<file path="config.mk">
export PLATFORM = sky130hd
export DESIGN_NAME = gpio_mux_port
export DESIGN_NICKNAME = d
export VERILOG_FILES = /design/src/rtl/gpio_mux_pkg.sv /design/src/rtl/gpio_sync.sv /design/src/rtl/gpio_regs.sv /design/src/rtl/gpio_pinmux.sv /design/src/rtl/gpio_mux_port.sv
export SDC_FILE = /design/constraint.sdc
export NUM_CORES = 1
export LEC_CHECK = 0
export ABC_CLOCK_PERIOD_IN_PS = 1000
export BUFFER_PORTS_ARGS = -buffer_cell sky130_fd_sc_hd__buf_4
export CAP_MARGIN = 25
export CORE_ASPECT_RATIO = 0.5
export CORE_MARGIN = 2
export CORE_UTILIZATION = 35
export CTS_CLUSTER_SIZE = 10
export DETAILED_ROUTE_END_ITERATION = 6
export GPL_TIMING_DRIVEN = 0
export SLEW_MARGIN = 5
export SYNTH_ARGS = -nofsm -noshare
export SYNTH_HDL_FRONTEND = slang
export SYNTH_HIERARCHICAL = 1
export SYNTH_SLANG_ARGS = --single-unit
</file>
<file path="constraint.sdc">
create_clock -name clk -period 1 [get_ports clk]
set_input_delay 0.1 -clock clk [delete_from_list [all_inputs] [get_ports clk]]
set_output_delay 0.1 -clock clk [all_outputs]
set_load 0.05 [all_outputs]
</file>
<file path="src/rtl/gpio_mux_pkg.sv">
package gpio_mux_pkg;
  typedef enum logic [1:0] {
    REG_DIR  = 2'd0,
    REG_LAT  = 2'd1,
    REG_PIN  = 2'd2,
    REG_NONE = 2'd3
  } reg_sel_e;

  localparam int PIN_SDO  = 1;
  localparam int PIN_SDI  = 2;
  localparam int PIN_SCK  = 3;
  localparam int PIN_FLT  = 4;
  localparam int PIN_PWMA = 6;
  localparam int PIN_PWMB = 7;
endpackage

</file>
<file path="src/rtl/gpio_sync.sv">
module gpio_sync #(
  parameter int W      = 8,
  parameter int STAGES = 2
) (
  input  logic         clk,
  input  logic         rst_n,
  input  logic [W-1:0] d,
  output logic [W-1:0] q
);
  logic [W-1:0] stage_q [STAGES];

  genvar s;
  generate
    for (s = 0; s < STAGES; s++) begin : g_stage
      if (s == 0) begin : g_first
        always_ff @(posedge clk or negedge rst_n) begin
          if (!rst_n) stage_q[0] <= '0;
          else        stage_q[0] <= d;
        end
      end else begin : g_next
        always_ff @(posedge clk or negedge rst_n) begin
          if (!rst_n) stage_q[s] <= '0;
          else        stage_q[s] <= stage_q[s-1];
        end
      end
    end
  endgenerate

  assign q = stage_q[STAGES-1];
endmodule

</file>
<file path="src/rtl/gpio_regs.sv">
module gpio_regs
  import gpio_mux_pkg::*;
#(
  parameter int W = 8
) (
  input  logic         clk,
  input  logic         rst_n,
  input  logic         wr,
  input  logic [1:0]   addr,
  input  logic [W-1:0] wdata,
  input  logic [W-1:0] pin_sync,
  output logic [W-1:0] rdata,
  output logic [W-1:0] dir_q,
  output logic [W-1:0] lat_q
);
  reg_sel_e sel;
  assign sel = reg_sel_e'(addr);

  always_ff @(posedge clk or negedge rst_n) begin
    if (!rst_n) begin
      dir_q <= '1;
      lat_q <= '0;
    end else if (wr) begin
      case (sel)
        REG_DIR: dir_q <= wdata;
        REG_LAT,
        REG_PIN: lat_q <= wdata;
        default: ;
      endcase
    end
  end

  always_comb begin
    case (sel)
      REG_DIR: rdata = dir_q;
      REG_LAT: rdata = lat_q;
      REG_PIN: rdata = pin_sync;
      default: rdata = '0;
    endcase
  end
endmodule

</file>
<file path="src/rtl/gpio_pinmux.sv">
module gpio_pinmux
  import gpio_mux_pkg::*;
#(
  parameter int W = 8
) (
  input  logic [W-1:0] dir_q,
  input  logic [W-1:0] lat_q,
  input  logic         pwm_sel,
  input  logic         ser_remap,
  input  logic         flt_remap,
  input  logic         pwm_a,
  input  logic         pwm_b,
  input  logic         ser_sdo,
  input  logic         ser_sck_o,
  input  logic         sync_sdi,
  input  logic         sync_sck,
  input  logic         sync_flt,
  output logic [W-1:0] pad_out,
  output logic [W-1:0] pad_oe,
  output logic         ser_sdi,
  output logic         ser_sck_i,
  output logic         flt_in
);
  logic [W-1:0] in_only;

  always_comb begin
    in_only          = '0;
    in_only[PIN_SDI] = ser_remap;
    in_only[PIN_FLT] = flt_remap;
  end

  genvar i;
  generate
    for (i = 0; i < W; i++) begin : g_pin
      if (i == PIN_PWMA) begin : g_pwma
        assign pad_out[i] = pwm_sel ? pwm_a : lat_q[i];
      end else if (i == PIN_PWMB) begin : g_pwmb
        assign pad_out[i] = pwm_sel ? pwm_b : lat_q[i];
      end else if (i == PIN_SDO) begin : g_sdo
        assign pad_out[i] = ser_remap ? ser_sdo : lat_q[i];
      end else if (i == PIN_SCK) begin : g_sck
        assign pad_out[i] = ser_remap ? ser_sck_o : lat_q[i];
      end else begin : g_plain
        assign pad_out[i] = lat_q[i];
      end
      assign pad_oe[i] = ~dir_q[i] & ~in_only[i];
    end
  endgenerate

  assign ser_sdi   = ser_remap & sync_sdi;
  assign ser_sck_i = ser_remap & sync_sck;
  assign flt_in    = flt_remap & sync_flt;
endmodule

</file>
<file path="src/rtl/gpio_mux_port.sv">
module gpio_mux_port
  import gpio_mux_pkg::*;
#(
  parameter int PORT_W      = 8,
  parameter int SYNC_STAGES = 2
) (
  input  logic              clk,
  input  logic              rst_n,
  input  logic              bus_wr,
  input  logic [1:0]        bus_addr,
  input  logic [PORT_W-1:0] bus_wdata,
  output logic [PORT_W-1:0] bus_rdata,
  input  logic              pwm_sel,
  input  logic              ser_remap,
  input  logic              flt_remap,
  input  logic              pwm_a,
  input  logic              pwm_b,
  input  logic              ser_sdo,
  input  logic              ser_sck_o,
  output logic              ser_sdi,
  output logic              ser_sck_i,
  output logic              flt_in,
  input  logic [PORT_W-1:0] pad_in,
  output logic [PORT_W-1:0] pad_out,
  output logic [PORT_W-1:0] pad_oe
);
  logic [PORT_W-1:0] pin_sync;
  logic [PORT_W-1:0] dir_q;
  logic [PORT_W-1:0] lat_q;

  gpio_sync #(.W(PORT_W), .STAGES(SYNC_STAGES)) u_sync (
    .clk   (clk),
    .rst_n (rst_n),
    .d     (pad_in),
    .q     (pin_sync)
  );

  gpio_regs #(.W(PORT_W)) u_regs (
    .clk      (clk),
    .rst_n    (rst_n),
    .wr       (bus_wr),
    .addr     (bus_addr),
    .wdata    (bus_wdata),
    .pin_sync (pin_sync),
    .rdata    (bus_rdata),
    .dir_q    (dir_q),
    .lat_q    (lat_q)
  );

  gpio_pinmux #(.W(PORT_W)) u_mux (
    .dir_q     (dir_q),
    .lat_q     (lat_q),
    .pwm_sel   (pwm_sel),
    .ser_remap (ser_remap),
    .flt_remap (flt_remap),
    .pwm_a     (pwm_a),
    .pwm_b     (pwm_b),
    .ser_sdo   (ser_sdo),
    .ser_sck_o (ser_sck_o),
    .sync_sdi  (pin_sync[PIN_SDI]),
    .sync_sck  (pin_sync[PIN_SCK]),
    .sync_flt  (pin_sync[PIN_FLT]),
    .pad_out   (pad_out),
    .pad_oe    (pad_oe),
    .ser_sdi   (ser_sdi),
    .ser_sck_i (ser_sck_i),
    .flt_in    (flt_in)
  );
endmodule

</file>
==> flow_summary.toml, run 1 <==
[cts]
clk_pin_slew_ns = 0.06
clk_path_buf_depth = 2
root_buffer = "clkbuf_8"
htreeDepth = 2
cts_tree = "built"
cts_buffers = 5
clkLatencyLatePin_ns = 0.27
clock_sinks = 32

[global_routing]
overflow = 0
grt_pass1_wl_mm = 5.112
grt_usage_pct = 15.13
grt_max_degree = 33
grt_antenna_before_repair = 0
first_global_vias = 1059

[routing]
wl_mm = 3.143
dr.first_iter.drc_count = 29
wl_per_cell_um = 13.91
num_vias = 1017
drc = 0
ant_nets = 0
drt_first_pass_iters = 4
via_per_inst = 4.500

[worst_hold_path]
min_from = "bus_wdata[1]"
hold_depth = 2
min_delay_worst_endpoint = "u_regs/lat_q[1]$_DFFE_PN0P_"
worst_hold_path_type = "in -> reg"

[floorplanning]
dieArea_um2 = 4621
ios = 55
fp.dieH_um = 49.08
die_w_um = 94.16
num_rows = 16
core_um2 = 3904
initial_core_util_pct = 36.44

[finish]
layout.nets = 204
antenna_cells = 0
area_growth_pct = 64.38
final_common_cell = "buf_4"
final_layout_size_suffix_gt1_share_pct = 73.84
mostFrequentLayoutCells = "32 x buf_4, 25 x buf_6, 24 x dfrtp_1"

[logic_synthesis]
syn_area_per_cell_um2 = 13.81
synth_adder_area_share_pct = 3.518
synth_compound_area_share_pct = 5.629
ys_types = 15
synth-simple-area-share_pct = 5.629
syn_inst = 103
ys_seq_area_share_pct = 56.99
synth_top_area_share_pct = 42.22
netlist_area_um2 = 1423
synth.largest_area_cell = "dfrtp_1"
synth_mux_area_share_pct = 18.47
yosysWarningCount = 6
syn_nets = 135
synth_top_family_by_area = "multiplexers"
synthTopCellsByArea = "dfrtp_1 42%, dfstp_2 15%, mux2_4 11%"
synth_xor_area_share_pct = 0
synth_seq_cells = 32

[timing]
fmax_mhz = 685.6
setup_tns_ns = -5.787
rsz0062_at_grt = "true"
setup_viol_count_final = 27
tightest_slew_ns = 0.4836
finalHoldViolCount = 0
timing.final.ws_setup_ns = -0.4586
finalCritPeriodShare_pct = 145.9
finalMaxSlewViolations = 0
fin_crit_ns = 1.459
finClkSkew_ns = 0.003343
max_slew_margin_pct = 67.76

[worst_setup_path]
cp.required_ns = 0.90
crit_arrival_ns = 1.36
critPathMaxFanout = 3
path_buf_inv = 1
path_class = "reg -> out"
crit_slowest_cell = "a222oi_1"
cp-start-kind = "register"
r2r-end = "u_regs/lat_q[1]$_DFFE_PN0P_"
worstPathCellList = "a222oi_1 > nor2_4 > buf_6"
critPathCaptureType = "output port"
reg2reg_slack_ns = 0.01
critPathLaunch = "u_regs/lat_q[7]$_DFFE_PN0P_"
critPathTopFamily = "compound AO/OA/AOI/OAI gates"
r2r-start = "u_regs/lat_q[1]$_DFFE_PN0P_"
r2r.worst_path.cells = 3
slowest_delay_ns = 0.44

[pwr]
power_density_nw_per_um2 = 1895
peakVddDrop_uv = 917.9
p_total_mw = 4.432
leakagePower_nw = 1.115

[placed_design]
gp_congestion = 0.6950
dp_hpwl_mm = 2.213
port_buffers = 54

[run]
maxCapViolations = 0

[outcome]
violations = "setup timing"
status = "finished with violations"
==> cell type report <==
cell class	instances	area, um2
timing repair buffer	71	705.7
multi-input combinational	47	554.3
buffer	7	73.82
fill	330	1565
tap	54	67.56
sequential	32	810.8
inverter	8	30.03
clock buffer	7	96.34
==> stage by stage <==
| stage | area (um2) | instances | hold slack [ns] | util [%] | setup WS [ns] |
|---|---|---|---|---|---|
| after floorplan | 1514 | 103 | -0.1956 | - | -0.1472 |
| after global placement | 1987 | 211 | 0.05315 | 50.90 | -0.3942 |
| after detailed placement | 1987 | 211 | 0.05562 | 50.90 | -0.4235 |
| after CTS | 2270 | 222 | 0.05628 | 58.14 | -0.4755 |
| after global routing | 2338 | 226 | 0.05208 | 59.90 | -0.5547 |
| final | 2338 | 226 | 0.06406 | 59.90 | -0.4586 |
==> registers in the layout (all words and copies together), names as in the netlist <==
name,cells
u_sync/q,8
u_regs/lat_q,8
u_sync/stage_q,8
u_regs/dir_q,8
==> worst reg2reg max path: cells and delay by family, from the launching register on <==
family,cells,cell delay [ns]
flip-flops,1,0.39
multiplexers,1,0.24
buffers and inverters,2,0.24
==> power breakdown <==
group          leakage, nW  switching [mW]  total, mW  internal (mW)
combinational        0.700           0.927       1.76          0.830
clock               0.0503           0.437       1.05          0.612
sequential           0.364           0.125       1.63           1.50
==> worst max path at each step <==
stage / depth (start not counted) / endpoint
global placement: 7 / bus_rdata[4]
CTS: 3 / bus_rdata[3]
floorplan: 3 / bus_rdata[0]
finish: 3 / bus_rdata[7]
global route: 3 / bus_rdata[3]
detailed placement: 7 / bus_rdata[4]
==> cell usage after synthesis <==
master,count
mux2_1,2
nor2_1,10
mux2_4,10
dfrtp_1,24
nand2_4,2
buf_1,1
and2_2,1
ha_1,4
clkbuf_1,2
mux2_2,8
a222oi_1,8
buf_4,13
inv_1,8
and2_1,2
dfstp_2,8
==> repair_timing <==
item | CTS | global route
setup endpoints to repair | 27 | 28
pin swaps | 17 | 9
hold buffers | 9 | 0
resized for setup | 42 | 11
cloned | 0 | 0
setup buffers | 4 | 4
endpoints found under the hold margin | 32 | 0
==> logic make-up (layout without fill, tap and decap cells) <==
group	after synthesis	after routing
flip-flops	32	32
buffers and inverters	24	93
AO/OA/AOI/OAI	8	8
adder cells (fa/ha/maj)	4	4
multiplexers	20	20
AND/OR/NAND/NOR	15	15
==> routing by layer <==
layer	vias up	wire (um)	track usage (%)	share of wire, %
met4	0	31	3.623	0.99
met5	-	0	0	0
met1	504	1247	18.05	40
met3	5	191	4.637	6.1
li1	479	-	-	-
met2	29	1672	26.90	53
Power figures use the tool's default switching activity.
==> inputs of run 2 (changes only) <==
--- a/config.mk
+++ b/config.mk
@@ -5,7 +5,7 @@
 export SDC_FILE = /design/constraint.sdc
 export NUM_CORES = 1
 export LEC_CHECK = 0
-export ABC_CLOCK_PERIOD_IN_PS = 1000
+export ABC_CLOCK_PERIOD_IN_PS = 1850
 export BUFFER_PORTS_ARGS = -buffer_cell sky130_fd_sc_hd__buf_4
 export CAP_MARGIN = 25
 export CORE_ASPECT_RATIO = 0.5
==> constraint.sdc (replaced) <==
create_clock -name clk -period 1.85 [get_ports clk]
set_input_delay 0.185 -clock clk [delete_from_list [all_inputs] [get_ports clk]]
set_output_delay 0.185 -clock clk [all_outputs]
set_load 0.05 [all_outputs]
==> run 2 against run 1 <==
  * Core utilization decreased by 6.9 points
  * Critical path depth increased by 4
  * Highest routed layer unchanged
  * Via count decreased by 0.69%
  * The run now ends clean
  * Clock skew decreased by 0.0011 ns
  * Register-to-register slack improved by 1.1 ns
  * Non-clock buffer count unchanged
  * Routed wire length decreased by 4.4%
==> flow_summary.toml, run 2 (same netlist as run 1, synthesis figures left out) <==
[finish]
mostFrequentLayoutCells = "67 x buf_4, 24 x dfrtp_1, 10 x mux2_4, 10 x nor2_1"
area_growth_pct = 45.38
layout.nets = 204
num-fill-cells = 350
final_area_um2 = 2068
final_layout_size_suffix_gt1_share_pct = 60.12
final_common_cell = "buf_4"
antenna_cells = 0

[worst_setup_path]
crit_arrival_ns = 1.43
cp-start-kind = "input pin"
reg2reg_slack_ns = 1.06
critPathCaptureType = "output port"
r2r-start = "u_regs/lat_q[7]$_DFFE_PN0P_"
critPathMaxFanout = 8
r2r.worst_path.cells = 1
path_class = "in -> out"
r2r-end = "u_regs/lat_q[7]$_DFFE_PN0P_"
cp.required_ns = 1.66

[worst_hold_path]
min_delay_worst_endpoint = "u_sync/stage_q[12]$_DFF_PN0_"
hold_depth = 1
worst_hold_path_type = "in -> reg"
min_from = "pad_in[4]"

[timing]
fin_crit_ns = 1.618
setup_tns_ns = 0
tightest_slew_ns = 0.4656
fmax_mhz = 618.0
finalMaxSlewViolations = 0
finalHoldViolCount = 0
setup_viol_count_final = 0
finalCritPeriodShare_pct = 87.46
worst_hold_slack_ns = 0.005877
finClkSkew_ns = 0.002222
timing.final.ws_setup_ns = 0.2319
max_slew_margin_pct = 68.96
rsz0062_at_grt = "false"

[pwr]
p_int_mw = 1.411
p_sw_mw = 0.7642
swShare_pct = 35.13
power_density_nw_per_um2 = 1052
peakVddDrop_uv = 346.6
comb_power_share_pct = 34.3
pwr-share-clk_pct = 25.6
leakagePower_nw = 1.046
p_total_mw = 2.175
p_seq_share_pct = 40.1

[floorplanning]
fp.dieH_um = 49.08
core_um2 = 3904
die_w_um = 94.16
ios = 55
dieArea_um2 = 4621
initial_core_util_pct = 36.44
num_rows = 16

[global_routing]
grt_usage_pct = 14.27
grt_antenna_before_repair = 0
first_global_vias = 1026
grt_max_degree = 33
grt_pass1_wl_mm = 4.878
overflow = 0

[placed_design]
dp_slack_ns = 0.2400
port_buffers = 54
post_dp_cell_area_um2 = 1896
dp_hpwl_mm = 2.059
gp_congestion = 0.7282

[cts]
cts_buffers = 5
clock_sinks = 32
clk_path_buf_depth = 2
post-cts-setup-buffers = 0
clk_pin_slew_ns = 0.07
htreeDepth = 2
root_buffer = "clkbuf_8"
clkLatencyLatePin_ns = 0.28
cts_tree = "built"

[routing]
drc = 0
ant_nets = 0
drt_first_pass_iters = 4
via_per_inst = 4.449
num_vias = 1010
dr.first_iter.drc_count = 48
wl_per_cell_um = 13.23
wl_mm = 3.004

[outcome]
status = "finished, final reports clean"

[run]
maxCapViolations = 0
## run 2: layout make-up
cell class | instances | area [um2] | share of cell area, %
Buffer | 16 | 108.9 | 5.263
Timing Repair Buffer | 62 | 485.5 | 23.47
Clock buffer | 6 | 82.58 | 3.993
Sequential cell | 32 | 810.8 | 39.20
Inverter | 8 | 30.03 | 1.452
Clock inverter | 2 | 10.01 | 0.4840
Multi-Input combinational cell | 47 | 473.0 | 22.87
Tap cell | 54 | 67.56 | 3.267
## run 2: what timing repair did
| item | 4_1_cts | 5_1_grt |
|---|---|---|
| endpoints found under the setup margin | 0 | 0 |
| hold buffers | 7 | 1 |
| hold endpoints to repair | 30 | 1 |
| resized for setup | 0 | 0 |
## run 2: power groups by stage
stage / combinational [mW] / clock (mW) / sequential [mW]
CTS: 0.753 / 0.574 / 0.871
global route: 0.786 / 0.609 / 0.882
finish: 0.746 / 0.557 / 0.872
detailed placement: 0.740 / 0 / 0.884
global placement: 0.734 / 0 / 0.881
floorplan: 0.522 / 0 / 0.862
## run 2: worst max-delay path by stage
stage                     slack, ns   startpoint            to
after floorplan                0.28  bus_addr[1]  bus_rdata[4]
after global placement         0.26  bus_addr[0]  bus_rdata[3]
after detailed placement       0.24  bus_addr[0]  bus_rdata[2]
after CTS                      0.24  bus_addr[0]  bus_rdata[5]
after global routing           0.09  bus_addr[1]  bus_rdata[4]
final                          0.23  bus_addr[0]  bus_rdata[2]
## run 2: worst max-delay path: stages
cell and delay (ns):
buf_4 0.12, inv_1 0.08, ha_1 0.15, clkbuf_1 0.38
a222oi_1 0.19, nor2_1 0.12, buf_4 0.21
## run 2: metal layers
layer  vias up  share of wire [%]  global-route usage (%)
met4         0                1.3                   6.522
met3         5                4.2                   3.864
met1       501                 46                   19.17
met5         -                  0                       0
li1        479                  -                       -
met2        25                 49                   21.67
## run 2: stage by stage
step | std cells | utilization [%]
final | 227 | 52.98
after global routing | 227 | 52.98
after CTS | 226 | 52.72
after detailed placement | 211 | 48.56
after global placement | 211 | 48.56
after floorplan | 103 | -
==> inputs of run 3 (changes only) <==
--- a/config.mk
+++ b/config.mk
@@ -5,6 +5,7 @@
 export SDC_FILE = /design/constraint.sdc
 export NUM_CORES = 1
 export LEC_CHECK = 0
+export ABC_AREA = 1
 export ABC_CLOCK_PERIOD_IN_PS = 1850
 export BUFFER_PORTS_ARGS = -buffer_cell sky130_fd_sc_hd__buf_4
 export CAP_MARGIN = 25
==> run 3 against run 2 <==
  * Critical path depth decreased by 2
  * Total power decreased by 2.9%
  * Final cell count increased by 33%
  * Setup slack improved by 0.17 ns
  * Sequential share of layout area decreased by 2.5 points
  * Global-route usage decreased by 0.064 points
  * Synthesized cell count increased by 69%
  * Cell area increased by 7.0%
  * Routed wire length increased by 9.6%
  * Non-clock buffer count increased by 2
  * Critical path type is now reg -> out
  * Critical endpoint unchanged
  * Largest power group unchanged
==> flow_summary.toml, run 3 <==
[floorplanning]
ios = 55
num_rows = 17
die_w_um = 98.08
fp.dieH_um = 51.04
initial_core_util_pct = 35.87
core_um2 = 4318
dieArea_um2 = 5006

[worst_setup_path]
critPathMaxFanout = 3
worstPathCellList = "nand2_1 > nand3_1 > nand2_1 > inv_1 > buf_4"
path_class = "reg -> out"
critPathCaptureType = "output port"
crit_slowest_cell = "dfstp_2"
crit_path_frequent_cell = "nand2_1"
slowest_delay_ns = 0.55
cp-start-kind = "register"
cp.required_ns = 1.66
crit_arrival_ns = 1.26

[placed_design]
dp.cells = 285
dp_hpwl_mm = 2.346
port_buffers = 54
gp_congestion = 0.7269

[global_routing]
grt_pass1_wl_mm = 5.340
grt_max_degree = 33
grt_antenna_before_repair = 0
grt_usage_pct = 14.21
overflow = 0
first_global_vias = 1190

[cts]
root_buffer = "clkbuf_8"
cts_resized = 0
clk_pin_slew_ns = 0.06
cts_buffers = 5
clock_sinks = 32
clk_path_buf_depth = 2
cts_tree = "built"
cts_hold_buf = 2
clkLatencyLatePin_ns = 0.28
htreeDepth = 2
post-cts-setup-buffers = 0

[finish]
final_common_cell = "buf_4"
mostFrequentLayoutCells = "66 x buf_4, 63 x nand2_1, 29 x inv_1"
fin_util_pct = 51.23
final_layout_size_suffix_gt1_share_pct = 43.03
area_growth_pct = 42.81
layout.nets = 276
antenna_cells = 0
final_cells = 301

[timing]
finalHoldViolCount = 0
finClkSkew_ns = 0.002983
fin_crit_ns = 1.446
finalMaxSlewViolations = 0
fmax_mhz = 691.6
setup_viol_count_final = 0
setup_tns_ns = 0
rsz0062_at_grt = "false"
finalCritPeriodShare_pct = 78.16
tightest_slew_ns = 0.4074
max_slew_margin_pct = 72.84

[pwr]
p_int_mw = 1.378
power_density_nw_per_um2 = 954.9
p_seq_share_pct = 40.2
peakVddDrop_uv = 432.3
leakagePower_nw = 1.235
swShare_pct = 34.75
p_sw_mw = 0.7340
pwr-share-clk_pct = 27.0
comb_power_share_pct = 32.7

[routing]
ant_nets = 0
drc = 0
drt_first_pass_iters = 4
wl_mm = 3.291
num_vias = 1257
dr.first_iter.drc_count = 14
wl_per_cell_um = 10.93
via_per_inst = 4.176

[outcome]
status = "finished, final reports clean"

[logic_synthesis]
synth_edf_count = 0
syn_inst = 174
synthTopCellsByArea = "dfrtp_1 39%, nand2_1 15%, dfstp_2 14%"
syn_nets = 206
synth_seq_cells = 32
ys_types = 15
synthMostInstantiatedCell = "nand2_1"
ys_seq_area_share_pct = 52.34
synthTopCellsByCount = "63 x nand2_1, 29 x inv_1, 24 x dfrtp_1"
yosysWarningCount = 6
synth.largest_area_cell = "dfrtp_1"
async_reset_ff_share_pct = 100.0
synth-main-ff-cell = "dfrtp_1"
syn_area_per_cell_um2 = 8.902
synth_top_area_share_pct = 38.77
netlist_area_um2 = 1549

[worst_hold_path]
worst_hold_path_type = "in -> reg"

[run]
maxCapViolations = 0
run 3: cell types whose count changed in the layout (fill, tap and decap cells not counted), moves of 10 or more:
cell	before	now
inv_1	8	29
mux2_4	10	0
nand2_1	0	63
o21ai_2	0	16
run 3: worst paths after layout:
check,start,to,slack (ns),cells past startpoint
min in group asynchronous,rst_n,u_sync/stage_q[12]$_DFF_PN0_,0.38,2
max,u_regs/dir_q[2]$_DFFE_PN1P_,bus_rdata[2],0.40,5
max in group asynchronous,rst_n,u_regs/dir_q[7]$_DFFE_PN1P_,1.14,2
min reg2reg,u_sync/stage_q[12]$_DFF_PN0_,u_sync/q[4]$_DFF_PN0_,0.35,0
max reg2reg,u_regs/dir_q[2]$_DFFE_PN1P_,u_regs/dir_q[2]$_DFFE_PN1P_,1.12,2
min,bus_wdata[6],u_regs/dir_q[6]$_DFFE_PN1P_,0.16,3
run 3: worst max-delay path: cells and delay by family (launching register included):
kind | cells | cell delay, ns
buffers and inverters | 2 | 0.26
flip-flops | 1 | 0.55
AND/OR/NAND/NOR | 3 | 0.18
run 3: metrics by stage:
stage / cell area, um2 / hold slack (ns) / worst slack, ns / power, mW
final: 2212 / 0.1638 / 0.4041 / 2.112
after global routing: 2212 / 0.1618 / 0.3142 / 2.227
after CTS: 2142 / 0.001960 / 0.3875 / 2.128
after detailed placement: 2026 / 0.1475 / 0.4486 / 1.546
after global placement: 2026 / 0.1448 / 0.4722 / 1.537
after floorplan: 1549 / -0.1106 / 0.6575 / 1.322
run 3: kinds of logic after synthesis:
logic type / Yosys count / synth area share, %
and+or+nand+nor: 75 / 19.47
buffers and inverters: 47 / 15.91
DFF: 32 / 52.34
AOI/OAI and AO/OA: 16 / 9.047
adders and majority gates: 4 / 3.231
run 3: cell type report:
class	instances	area [um2]
Sequential cell	32	810.8
Tap cell	57	71.32
Inverter	30	112.6
Buffer	17	133.9
Fill cell	432	2106
Multi-Input combinational cell	95	491.7
Clock buffer	7	96.34
Timing Repair Buffer	63	495.5
run 3: layer usage:
| layer | GRT usage [%] | share of wire (%) | vias to the layer above |
|---|---|---|---|
| met5 | 0 | 0 | - |
| met4 | 6.250 | 0.76 | 0 |
| met3 | 5.472 | 5.1 | 3 |
| met2 | 22.60 | 46 | 29 |
| met1 | 17.46 | 48 | 582 |
| li1 | - | - | 643 |
run 3: power groups by stage:
stage	clock network (mW)	logic [mW]	registers [mW]
5_1_grt	0.625	0.742	0.861
6_report	0.571	0.691	0.850
3_5_place_dp	0	0.684	0.863
2_1_floorplan	0	0.477	0.846
4_1_cts	0.590	0.688	0.851
3_3_place_gp	0	0.677	0.860
